==> src/rtl/sdisp_ser_tx.sv <==
module sdisp_ser_tx #(
  parameter int WORD_W = 8,
  parameter int HALF_W = 8
) (
  input  logic              clk,
  input  logic              rst_n,
  input  logic              cfg_ck_idle_hi,
  input  logic              cfg_cs_act_hi,
  input  logic [HALF_W-1:0] cfg_half,
  input  logic              in_valid,
  output logic              in_ready,
  input  logic [WORD_W-1:0] in_data,
  input  logic              in_is_data,
  output logic              pnl_sck,
  output logic              pnl_cs,
  output logic              pnl_sdo,
  output logic              pnl_rs
);
  localparam int PH_W = $clog2(2 * WORD_W) + 1;
  localparam logic [PH_W-1:0] PH_LAST = PH_W'(2 * WORD_W - 1);

  typedef enum logic [2:0] {S_IDLE, S_LEAD, S_SHIFT, S_TAIL, S_GAP} st_t;

  st_t               st;
  logic [HALF_W-1:0] hcnt;
  logic [HALF_W-1:0] half_eff;
  logic [PH_W-1:0]   ph;
  logic [WORD_W-1:0] sreg;
  logic              rs_q;
  logic              sck_act;
  logic              tick;
  logic              cs_on;

  assign half_eff = (cfg_half == '0) ? HALF_W'(1) : cfg_half;
  assign tick     = (hcnt == half_eff - 1'b1);
  assign cs_on    = (st == S_LEAD) || (st == S_SHIFT) || (st == S_TAIL);

  assign in_ready = (st == S_IDLE);
  assign pnl_sck  = sck_act ^ cfg_ck_idle_hi;
  assign pnl_cs   = cs_on ? cfg_cs_act_hi : ~cfg_cs_act_hi;
  assign pnl_sdo  = sreg[WORD_W-1];
  assign pnl_rs   = rs_q;

  always_ff @(posedge clk or negedge rst_n) begin
    if (!rst_n) begin
      st      <= S_IDLE;
      hcnt    <= '0;
      ph      <= '0;
      sreg    <= '0;
      rs_q    <= 1'b0;
      sck_act <= 1'b0;
    end else begin
      if (st == S_IDLE) hcnt <= '0;
      else              hcnt <= tick ? '0 : hcnt + 1'b1;
      case (st)
        S_IDLE: if (in_valid) begin
          sreg <= in_data;
          rs_q <= in_is_data;
          st   <= S_LEAD;
        end
        S_LEAD: if (tick) begin
          st      <= S_SHIFT;
          ph      <= '0;
          sck_act <= 1'b1;
        end
        S_SHIFT: if (tick) begin
          ph <= ph + 1'b1;
          if (!ph[0]) sck_act <= 1'b0;
          else if (ph == PH_LAST) st <= S_TAIL;
          else begin
            sck_act <= 1'b1;
            sreg    <= {sreg[WORD_W-2:0], 1'b0};
          end
        end
        S_TAIL: if (tick) begin
          st <= S_GAP;
          ph <= '0;
        end
        S_GAP: if (tick) begin
          if (ph[0]) st <= S_IDLE;
          ph <= ph + 1'b1;
        end
        default: st <= S_IDLE;
      endcase
    end
  end

  AST_RS_HELD: assert property (@(posedge clk) disable iff (!rst_n)
    (cs_on && $past(cs_on)) |-> $stable(pnl_rs));
  AST_SHIFT_HOLD: assert property (@(posedge clk) disable iff (!rst_n)
    (st == S_SHIFT && !tick) |=> $stable(sreg));
  AST_CK_REST: assert property (@(posedge clk) disable iff (!rst_n)
    !cs_on |-> (pnl_sck == cfg_ck_idle_hi));
  AST_TAIL_QUIET: assert property (@(posedge clk) disable iff (!rst_n)
    (st == S_TAIL) |-> !sck_act);
  AST_BUSY_NOT_READY: assert property (@(posedge clk) disable iff (!rst_n)
    cs_on |-> !in_ready);
  AST_TAKE_WORD: assert property (@(posedge clk) disable iff (!rst_n)
    (in_valid && in_ready) |=> (st == S_LEAD && !in_ready));
endmodule

==> config.mk <==
export PLATFORM = sky130hd
export DESIGN_NAME = sdisp_ser_tx
export DESIGN_NICKNAME = d
export VERILOG_FILES = /design/src/rtl/sdisp_ser_tx.sv
export SDC_FILE = /design/constraint.sdc
export NUM_CORES = 1
export LEC_CHECK = 0
export ABC_AREA = 0
export BUFFER_PORTS_ARGS = -buffer_cell sky130_fd_sc_hd__buf_2
export CAP_MARGIN = 20
export CORE_MARGIN = 2
export CORE_UTILIZATION = 55
export DETAILED_ROUTE_END_ITERATION = 8
export GPL_ROUTABILITY_DRIVEN = 0
export PLACE_DENSITY_LB_ADDON = 0.15
export SETUP_SLACK_MARGIN = 0.2
export SLEW_MARGIN = 15
export SYNTH_ARGS = -nofsm -noshare
export SYNTH_HDL_FRONTEND = slang
export SYNTH_SLANG_ARGS = --single-unit
==> constraint.sdc <==
create_clock -name clk -period 2.44 [get_ports clk]
set_input_delay 0.732 -clock clk [delete_from_list [all_inputs] [get_ports clk]]
set_output_delay 0.732 -clock clk [all_outputs]
set_load 0.02 [all_outputs]
# == Yosys cells after proc, flatten, opt, wreduce, memory -nomap -nowiden ==
# Cells that the tools add are included.
# totals
output_inout_bits,5
input_bits,22
word_cells,69
regBits,26
# op_classes
n_eq_ne,18
muxes,26
n_addsub,3
reduce_logical,14
bitwise,2
# op_table
cell,n
$mux 8,7
$mux 3,8
$ne 2x2->1 const B,8
$pmux 8 s2,1
$pmux 3 s5,1
$mux 5,2
$pmux 5 s2,1
$add 8x1->8 const B,1
$eq 8x8->1,1
$logic_not 8->1,1
$reduce_and 8->1,1
$sub 8x1->8 const B,1
$eq 3x2->1 const B,2
$ne 2x1->1 const B,3
$reduce_bool 2->1,3
$add 5x1->5 const B,1
$eq 5x4->1 const B,1
$mux 1,5
$reduce_and 5->1,1
$reduce_and 4->1,1
$reduce_or 2->1,2
$eq 3x1->1 const B,1
$eq 3x3->1 const B,1
$logic_not 3->1,1
7 further kinds,8

# == Depth between registers and ports, before layout ==
# Gate-level depths: netlist of run 1.
# depth
word_depth,6
ltp_mapped,11
mapped_depth_nobuf,10

# == Worst setup path before layout of run 1 ==
# Ideal clock, no wire load.
# synth_path
path_kind,input -> register
startpoint,input cfg_half[4]
endpoint,register ph[3]
slack_ns,-0.460
arrival_time_ns,2.774
path_stages,10
cell_sequence,nor4_2 a21oi_1 ha_1 nand2b_1 a21oi_1 a311oi_1 o211ai_1 nor2_4 a32o_1 a221o_1
# synth_between
elab_chain_cells,6
word_cells_on_any_way,7
cone_classes,add/sub: 1; eq/ne: 3; mux: 1; reduce/logical: 2
# synth_rtl
item,line,source
start: declaration,9,"input logic [HALF_W-1:0] cfg_half,"
$logic_not 8->1,34,assign half_eff = (cfg_half == '0) ? HALF_W'(1) : cfg_half;
$mux 8 (*),34,
$sub 8x1->8 (*),35,assign tick = (hcnt == half_eff - 1'b1);
$eq 8x8->1 (*),35,
$ne 2x1->1 (no source line),n/a,
$reduce_and 3->1 (no source line) (*),n/a,
end signal: assignment,67,ph <= ph + 1'b1;
end signal: assignment,81,ph <= ph + 1'b1;
end: declaration,27,logic [PH_W-1:0] ph;
# Mark *: on every way between the ends. The rest lies on a longest branch, timed or not.
# A chain may end at the register's enable or synchronous reset.

# == Final worst setup path of run 1 ==
# layout_path
startpoint,input cfg_half[4]
endpoint,register ph[2]
# Same word-level chain as after synthesis.

==> results of run 1 <==
==> kinds of logic after synthesis <==
logic type                 after synthesis  share of synthesized area
AOI/OAI and AO/OA                       43                     0.1876
xor gates and xnor gates                15                    0.07216
adders and majority gates                4                    0.02749
buffers and inverters                   25                    0.07148
DFF                                     26                     0.3574
muxes                                    9                    0.05017
and+or+nand+nor                         79                     0.2337
==> flip-flops by register name (all words and copies together) (netlist names) <==
signal / cells
sreg: 8
pnl_rs: 1
sck_act: 1
hcnt: 8
ph: 5
st: 3
==> layer usage <==
metal | part of all wire | wire length [um] | track usage | up-vias
li1 | - | - | - | 823
met1 | 0.44 | 1871 | 0.3408 | 813
met2 | 0.51 | 2190 | 0.4286 | 46
met3 | 0.044 | 188 | 0.03361 | 2
met4 | 0.0028 | 12 | 0.03343 | 0
met5 | 0 | 0 | 0 | -
==> repair_timing <==
action                                  in CTS  in global routing
pin swaps                                    6                  7
hold buffers                                 0                  0
gates resized for setup                     13                 11
endpoints found under the setup margin      25                 27
setup buffers                                3                  1
==> final timing paths <==
check | endpoint | depth (start not counted) | slack, ns
min reg2reg | pnl_rs | 1 | 0.52
max in group asynchronous | hcnt[6] | 1 | 1.67
min | ph[4] | 1 | 0.37
min in group clk | pnl_rs | 1 | 0.52
max | ph[2] | 11 | -0.16
max reg2reg | ph[0] | 8 | 0.23
==> area by class of cell <==
type	instances	area (um2)	share of cell area
repair buffers	52	354.1	0.1506
well taps	44	55.05	0.02342
inverters	16	60.06	0.02555
clock buffers	3	22.52	0.009580
multi-input cells	150	1209	0.5141
flip-flops and latches	26	650.6	0.2767
==> through the flow <==
step / cells / hold WS [ns] / TNS (ns) / setup slack [ns] / utilization
after global placement: 284 / 0.4883 / -9.397 / -0.5031 / 0.7109
after floorplan: 201 / 0.4364 / -5.979 / -0.3266 / -
after CTS: 290 / 0.3965 / -2.197 / -0.1625 / 0.7419
after global routing: 291 / 0.4127 / -4.486 / -0.2471 / 0.7577
after detailed placement: 284 / 0.5041 / -11.43 / -0.5558 / 0.7109
final: 291 / 0.3744 / -2.326 / -0.1610 / 0.7577
==> cell usage after synthesis, types with 2 or more instances <==
cell,number,share of area
buf_6,3,0.019
a21oi_1,5,0.014
nand2b_1,3,0.010
o21ai_0,7,0.019
a221o_1,4,0.022
o32ai_1,2,0.0096
nand3_1,8,0.022
o221ai_1,7,0.034
and3_1,5,0.017
mux2i_1,8,0.044
buf_4,3,0.012
nand2_1,15,0.031
xnor2_1,10,0.048
buf_2,2,0.0055
o31ai_1,2,0.0082
xor2_1,5,0.024
inv_1,16,0.033
and2_1,2,0.0069
a32o_1,2,0.011
ha_1,4,0.027
dfrtp_1,26,0.36
and3_2,2,0.0082
a22o_1,2,0.0096
nor3_1,5,0.014
nor2_1,23,0.047
o211ai_1,3,0.012
==> report_power, final <==
part | internal [mW] | switching (mW) | leakage, nW
Sequential | 0.532 | 0.148 | 0.293
Combinational | 0.302 | 0.284 | 0.771
Clock | 0.0578 | 0.121 | 0.0138
==> reports/metrics.yaml, run 1 <==
status: "finished, violations left"
failed_checks: "setup timing"
synth_area_um2: 1820
cp_slowest_cell: "or4_1"
p_per_area_nw_per_um2: 614.4
clockBufferDepth: 2
numCtsBuffers: 3
critPathTopFamily: "simple AND/OR/NAND/NOR gates"
via_per_inst: 5.787
startpoint_type: "primary input"
core-area_um2: 3103
worstSetupStartpoint: "cfg_half[4]"
grt_first_pass_wirelength_mm: 7.141
slowest_delay_ns: 0.49
rsz0062_at_grt: "yes"
final_common_cell: "dfrtp_1"
start_util: 0.5867
cts_root_buffer: "clkbuf_4"
antenna_left: 0
async_reset_ff_frac: 1.000
fin_skew_ns: 0.01768
drive_gt1_frac: 0.3806
grt_max_degree: 27
hold_viol: 0
worst_pin_slew_ns: 0.5650
setup_ws_ns: -0.1610
insertion_delay_ns: 0.32
die_w_um: 61.53
fp-row-count: 20
grt_usage: 0.2481
portBuffers: 26
post-route-cell-area_um2: 2351
grt_pass1_vias: 1599
path_buf_inv: 2
dp_hpwl_mm: 3.255
fillers: 234
cts_tree: "built"
crit_arrival_ns: 2.88
final_nets: 275
fin_crit_sh: 1.066
critPathRequiredTime_ns: 2.72
initialDrtViolationCount: 94
period_needed_ns: 2.601
r2r-start: "hcnt[0]"
ir_drop_v: 0.0004235
diodes: 0
ys_seq_elements: 26
synth_nets: 227
drt_pass1_iterations: 4
relSlewSlack: 0.6233
num_vias: 1684
cts_max_level: 1
ys_warn_count: 0
post_drt_wl_per_cell_um: 14.65
crit_fanout: 4
max_freq_mhz: 384.5
path_clk_slew_ns: 0.14
maxCapViolations: 0
globalRouteOverflowTotal: 0
synth_area_per_cell_um2: 9.057
synth_edf_count: 0
synthFlopType: "dfrtp_1"
path_cells: "buf_6 > nor4_4 > a21oi_1 > ha_2 > nand2b_4 > a311oi_2 > o211ai_1 > buf_4 > or4_1 > o21ai_1 > a221o_1"
antenna_found_initial: 0
wl_mm: 4.263
final_cell_mix: "dfrtp_1 (26), buf_2 (24), buf_4 (24)"
p_total_mw: 1.445
hold_class: "primary input to asynchronous set/reset pin"
maxSlewViolCount: 0
synth_cell_type_count: 53
io_pins: 27
critPathCaptureType: "flop"
synth_seq_area_share: 0.3574
power.leakage_nw: 1.078
area_growth_pct: 29.14
syn_inst: 201
die_area_um2: 3786
route.detailed.drc: 0
cts.sinks: 26
crit_type: "primary input to flop"
dpl_cell_area_um2: 2206
final-setup-viol-count: 23
die_h_um: 61.53
Power figures use the tool's default switching activity.
==> run 2: changes to the inputs <==
==> constraint.sdc (replaced) <==
create_clock -name clk -period 2.85 [get_ports clk]
set_input_delay 0.1425 -clock clk [delete_from_list [all_inputs] [get_ports clk]]
set_output_delay 0.1425 -clock clk [all_outputs]
set_load 0.02 [all_outputs]
==> run 2 against run 1 <==
Against the previous run: largest cell class unchanged; critical path type unchanged; worst setup slack better by 0.72 ns; via count shrank 6.9%; highest routed layer unchanged; critical path depth did not move; the run now ends clean.
==> reports/metrics.yaml, run 2 (same netlist as run 1, synthesis figures left out) <==
power.leakage_nw: 0.9251  # -14%
io_pins: 27  # unchanged
relSlewSlack: 0.4205  # -0.2028
area_growth_pct: 9.278
reg2reg_to: "sreg[5]"
worst-r2r-setup-slack_ns: 0.58  # +0.35 ns
worstSetupStartpoint: "cfg_half[4]"
post_drt_wl_per_cell_um: 14.21  # -3.0%
fin_crit_sh: 0.8022
cts_max_level: 1  # unchanged
final_nets: 251  # -8.7%
setup_tns_ns: 0  # +2.326 ns
seq_power_share: 0.503  # +0.032
core-area_um2: 3103  # unchanged
cts_root_buffer: "clkbuf_4"
hold_ws_ns: 0.02543  # -0.3490 ns
cp_slowest_cell: "or4_1"
r2r.worst_path.cells: 7  # -1
largestRegisters: "hcnt: 8 flops, sreg: 8 flops, ph: 5 flops"
hold_viol: 0  # unchanged
post-route-cell-area_um2: 1989  # -15%
maxCapViolations: 0  # unchanged
fp-row-count: 20  # unchanged
maxSlewViolCount: 0  # unchanged
drt_pass1_iterations: 4  # unchanged
start_util: 0.5867  # unchanged
crit_type: "primary input to flop"
fillers: 293  # +25%
max_freq_mhz: 437.4
cp.depth: 11  # unchanged
cp-endpoint: "ph[2]"
final-setup-viol-count: 0  # -100%
status: "finished, final reports clean"
startpoint_type: "primary input"
critPathTopFamily: "simple AND/OR/NAND/NOR gates"
antenna_found_initial: 0  # unchanged
die_w_um: 61.53  # unchanged
p_int_uw: 717.7  # -20%
instances_no_fill: 268  # -7.9%
p_per_area_nw_per_um2: 570.3  # -7.2%
cts_resized: 0  # -13
ir_drop_v: 0.0003763  # -11%
insertion_delay_ns: 0.33  # about the same
die_area_um2: 3786  # unchanged
power.switching_uw: 416.9  # -25%
grt_pass1_vias: 1500  # -6.2%
portBuffers: 26  # unchanged
path_cells: "buf_2 > nor4_2 > a21oi_1 > ha_1 > nand2b_1 > a311oi_1 > o211ai_1 > buf_4 > or4_1 > o21ai_0 > a221o_1"
r2r-start: "hcnt[0]"
dpl_cell_area_um2: 1943  # -12%
dp_cells: 263  # -7.4%
hold_class: "primary input to flop"
slowest_delay_ns: 0.49  # about the same
die_h_um: 61.53  # unchanged
num_vias: 1568  # -6.9%
drive_gt1_frac: 0.2009  # -0.1797
antenna_left: 0  # unchanged
path_clk_slew_ns: 0.15  # about the same
rsz0062_at_grt: "no"
numCtsBuffers: 3  # unchanged
globalRouteOverflowTotal: 0  # unchanged
crit_arrival_ns: 2.57  # -0.31 ns
final_cell_mix: "dfrtp_1 (26), buf_2 (26), nor2_1 (23)"
hp-start: "in_data[3]"
grt_first_pass_wirelength_mm: 6.534  # -8.5%
worst_pin_slew_ns: 0.8692  # +0.3042 ns
route.detailed.drc: 0  # unchanged
critPathRequiredTime_ns: 3.13  # +0.41 ns
diodes: 0  # unchanged
dp_hpwl_mm: 2.801  # -14%
critPathCaptureType: "flop"
crit_fanout: 5  # +1
grt_usage: 0.2254  # -0.02274
path_buf_inv: 2  # unchanged
grt_max_degree: 27  # unchanged
period_needed_ns: 2.286
clockPowerShare: 0.169  # +0.045
fin_skew_ns: 0.01480  # -0.002879 ns
initialDrtViolationCount: 107  # +14%
cts.sinks: 26  # unchanged
via_per_inst: 5.851  # +1.1%
swShare: 0.3674  # -0.01523
clockBufferDepth: 2  # unchanged
wl_mm: 3.809  # -11%
cts_tree: "built"
power_frac_comb: 0.328  # -0.078
[run 2: cell types whose count changed in the layout (fill, tap and decap cells not counted), moves of 3 or more]
cell	before	now
o221ai_1	0	7
buf_4	24	1
nor2_1	17	23
buf_6	3	0
o221ai_2	7	0
nor2_4	5	1
[run 2: final cells by class]
class,count,area (um2),share of cell area
timing repair buffer,28,147.6,0.07421
multi-input combinational,150,1040,0.5226
sequential,26,650.6,0.3270
tap,44,55.05,0.02767
inverter,16,60.06,0.03019
clock buffer,4,36.28,0.01824
[run 2: worst reg2reg max path, cell delays in order (launching register included)]
cell and delay, ns:
dfrtp_1 0.50, or3b_2 0.47, a22o_1 0.19, nand3_1 0.12, o31ai_4 0.12, nor2_4 0.32
nand2_1 0.26, o221ai_1 0.22
[run 2: power groups by stage]
| stage | clock network (mW) | logic, mW | registers [mW] |
|---|---|---|---|
| finish | 0.192 | 0.372 | 0.571 |
| global route | 0.210 | 0.425 | 0.586 |
| CTS | 0.195 | 0.377 | 0.570 |
| detailed placement | 0 | 0.374 | 0.578 |
| global placement | 0 | 0.355 | 0.568 |
| floorplan | 0 | 0.284 | 0.545 |
[run 2: how the worst min path moves through the flow]
stage | endpoint | slack, ns | cells after the start
5_1_grt | sreg[3] | 0.03 | 3
3_5_place_dp | ph[3] | 0.18 | 1
3_3_place_gp | ph[2] | 0.17 | 1
4_1_cts | sreg[3] | 0.02 | 3
6_report | sreg[3] | 0.03 | 3
2_1_floorplan | hcnt[0] | -0.15 | 0
[run 2: metrics by stage]
step / worst slack, ns / util / power, mW
floorplan: 0.5392 / - / 0.8288
global placement: 0.3347 / 0.6262 / 0.9236
detailed placement: 0.2509 / 0.6262 / 0.9521
CTS: 0.5671 / 0.6411 / 1.143
global route: 0.3609 / 0.6411 / 1.221
finish: 0.5638 / 0.6411 / 1.135
[run 2: layer usage]
layer | GRT usage | vias to the layer above | wire [um]
met1 | 0.3021 | 749 | 1698
met4 | 0.03647 | 0 | 10
li1 | - | 777 | -
met2 | 0.3865 | 40 | 1891
met3 | 0.04202 | 2 | 208
met5 | 0 | - | 0
[run 2: timing repair]
item	in CTS	in global routing
endpoints found under the hold margin	26	0
setup buffers	0	0
hold buffers	1	0
==> run 3: changes to the inputs <==
clock period = 2.3 ns   (was 2.85 ns; I/O delays follow)
==> run 3 against run 2 <==
Against the previous run: sequential power up 21%; largest cell class unchanged; worst setup slack worse by 0.38 ns; die area unchanged; critical path type is now flop to flop; hold slack worse by 0.018 ns; global-route usage up 2.6 points; via count up 9.8%; clock skew down 0.0069 ns; sequential share of layout area down 4.8 points.
==> reports/metrics.yaml, run 3 (same netlist as run 1, synthesis figures left out) <==
max_freq_mhz: 472.9
grt_max_degree: 27  # unchanged
drive_gt1_frac: 0.3306  # +0.1298
cp.depth: 8  # -3
start_util: 0.5867  # unchanged
final_nets: 275  # +9.6%
hp-start: "in_data[3]"
worst-r2r-setup-slack_ns: 0.19  # -0.39 ns
insertion_delay_ns: 0.32  # about the same
num_vias: 1721  # +9.8%
final_common_cell: "buf_2"
dp_hpwl_mm: 3.203  # +14%
portBuffers: 26  # unchanged
grt_first_pass_wirelength_mm: 7.148  # +9.4%
via_per_inst: 5.894  # +0.74%
maxCapViolations: 0  # unchanged
r2r-start: "hcnt[7]"
fp-row-count: 20  # unchanged
die_w_um: 61.53  # unchanged
crit_type: "flop to flop"
post-route-cell-area_um2: 2337  # +17%
hold_viol: 0  # unchanged
p_total_mw: 1.646  # +45%
route.detailed.drc: 0  # unchanged
grt_pass1_vias: 1639  # +9.3%
crit_arrival_ns: 2.39  # -0.18 ns
power.leakage_nw: 1.078  # +17%
critPathTopFamily: "simple AND/OR/NAND/NOR gates"
area_growth_pct: 28.38
period_needed_ns: 2.115
setup_ws_ns: 0.1853  # -0.3785 ns
grt_usage: 0.2515  # +0.02611
path_cells: "or3b_4 > a22o_1 > nand3_2 > o31ai_4 > buf_4 > or4_1 > o21ai_0 > a221o_1"
slowest_delay_ns: 0.46  # -0.03 ns
dp_slack_ns: -0.07055  # -0.3214 ns
post_drt_wl_per_cell_um: 15.74  # +11%
antenna_found_initial: 0  # unchanged
numCtsBuffers: 3  # unchanged
startpoint_type: "flop"
status: "finished, final reports clean"
crit_fanout: 3  # -2
fin_skew_ns: 0.007939  # -0.006860 ns
rsz0062_at_grt: "yes"
die_h_um: 61.53  # unchanged
maxSlewViolCount: 0  # unchanged
fin_crit_sh: 0.9194
cts_root_buffer: "clkbuf_4"
ir_drop_v: 0.0005201  # +38%
hold_end: "sreg[3]"
final_cell_mix: "buf_2 (26), dfrtp_1 (24), nor2_1 (22)"
largestRegisters: "hcnt: 8 flops, sreg: 8 flops, ph: 5 flops"
cts.sinks: 26  # unchanged
path_clk_slew_ns: 0.15  # about the same
path_buf_inv: 1  # -1
io_pins: 27  # unchanged
antenna_left: 0  # unchanged
wl_mm: 4.595  # +21%
initialDrtViolationCount: 111  # +3.7%
cts_tree: "built"
dpl_cell_area_um2: 2096  # +7.9%
clockBufferDepth: 2  # unchanged
hold_depth: 3  # unchanged
reg2reg_to: "ph[2]"
drt_pass1_iterations: 4  # unchanged
r2r.worst_path.cells: 8  # +1
worst_pin_slew_ns: 0.5948  # -0.2744 ns
p_per_area_nw_per_um2: 704.4  # +24%
hold_class: "primary input to flop"
cts_max_level: 1  # unchanged
globalRouteOverflowTotal: 0  # unchanged
core-area_um2: 3103  # unchanged
final-setup-viol-count: 0  # unchanged
cp_slowest_cell: "or4_1"
critPathCaptureType: "flop"
diodes: 0  # unchanged
critPathRequiredTime_ns: 2.58  # -0.55 ns
die_area_um2: 3786  # unchanged
relSlewSlack: 0.6034  # +0.1829
-- run 3: changes by cell type in the layout (fill, tap and decap cells not counted), moves of 2 or more --
| cell | previous run | this run |
|---|---|---|
| o221ai_1 | 7 | 2 |
| dlygate4sd3_1 | 1 | 5 |
| dfrtp_2 | 0 | 2 |
| buf_4 | 1 | 17 |
| dfrtp_1 | 26 | 24 |
| buf_6 | 0 | 2 |
| o221ai_2 | 0 | 5 |
-- run 3: final cells by class --
cell class | instances | area (um2)
inverter | 16 | 60.06
clock buffer | 3 | 22.52
multi-input combinational | 150 | 1141
clock inverter | 1 | 30.03
tap | 44 | 55.05
sequential | 26 | 653.1
fill | 231 | 765.7
timing repair buffer | 52 | 375.4
-- run 3: repair_timing --
item,in CTS,in global routing
setup buffers,3,1
cloned,0,1
hold endpoints to repair,27,3
hold buffers,2,3
endpoints found under the setup margin,21,22
resized for setup,2,17
pin swaps,2,9
-- run 3: worst max-delay path by stage --
stage	slack, ns	from	endpoint
after CTS	0.23	hcnt[7]	ph[2]
after global routing	0.12	hcnt[0]	st[2]
after floorplan	0.15	cfg_half[6]	ph[3]
after detailed placement	-0.07	cfg_half[6]	ph[2]
after global placement	-0.02	cfg_half[6]	ph[2]
final	0.19	hcnt[7]	ph[2]
-- run 3: power breakdown --
part | internal [mW] | leakage [nW] | switching (mW)
Sequential | 0.568 | 0.291 | 0.123
Clock | 0.176 | 0.0279 | 0.142
Combinational | 0.317 | 0.759 | 0.321
Total | 1.06 | 1.08 | 0.585
-- run 3: per-stage QoR --
step                      std cells    util  hold slack, ns  setup TNS (ns)
after floorplan                 201       -         -0.1806               0
after global placement          278  0.6754          0.1422        -0.01662
after detailed placement        278  0.6754          0.1519        -0.07088
after CTS                       287  0.7097        0.002093               0
after global routing            292  0.7532       -0.001561               0
final                           292  0.7532        0.007799               0
-- run 3: tightest hold or removal path: cells and delay by family --
| kind | cells | cell delay (ns) |
|---|---|---|
| buf+inv | 1 | 0.09 |
| simple gates | 1 | 0.05 |
| compound gates | 1 | 0.05 |
-- run 3: routing by layer --
| layer | track usage | wire length [um] | vias to the layer above |
|---|---|---|---|
| li1 | - | - | 825 |
| met1 | 0.3236 | 1991 | 838 |
| met2 | 0.4301 | 2362 | 50 |
| met3 | 0.03782 | 178 | 8 |
| met4 | 0.08815 | 62 | 0 |
| met5 | 0 | 0 | - |
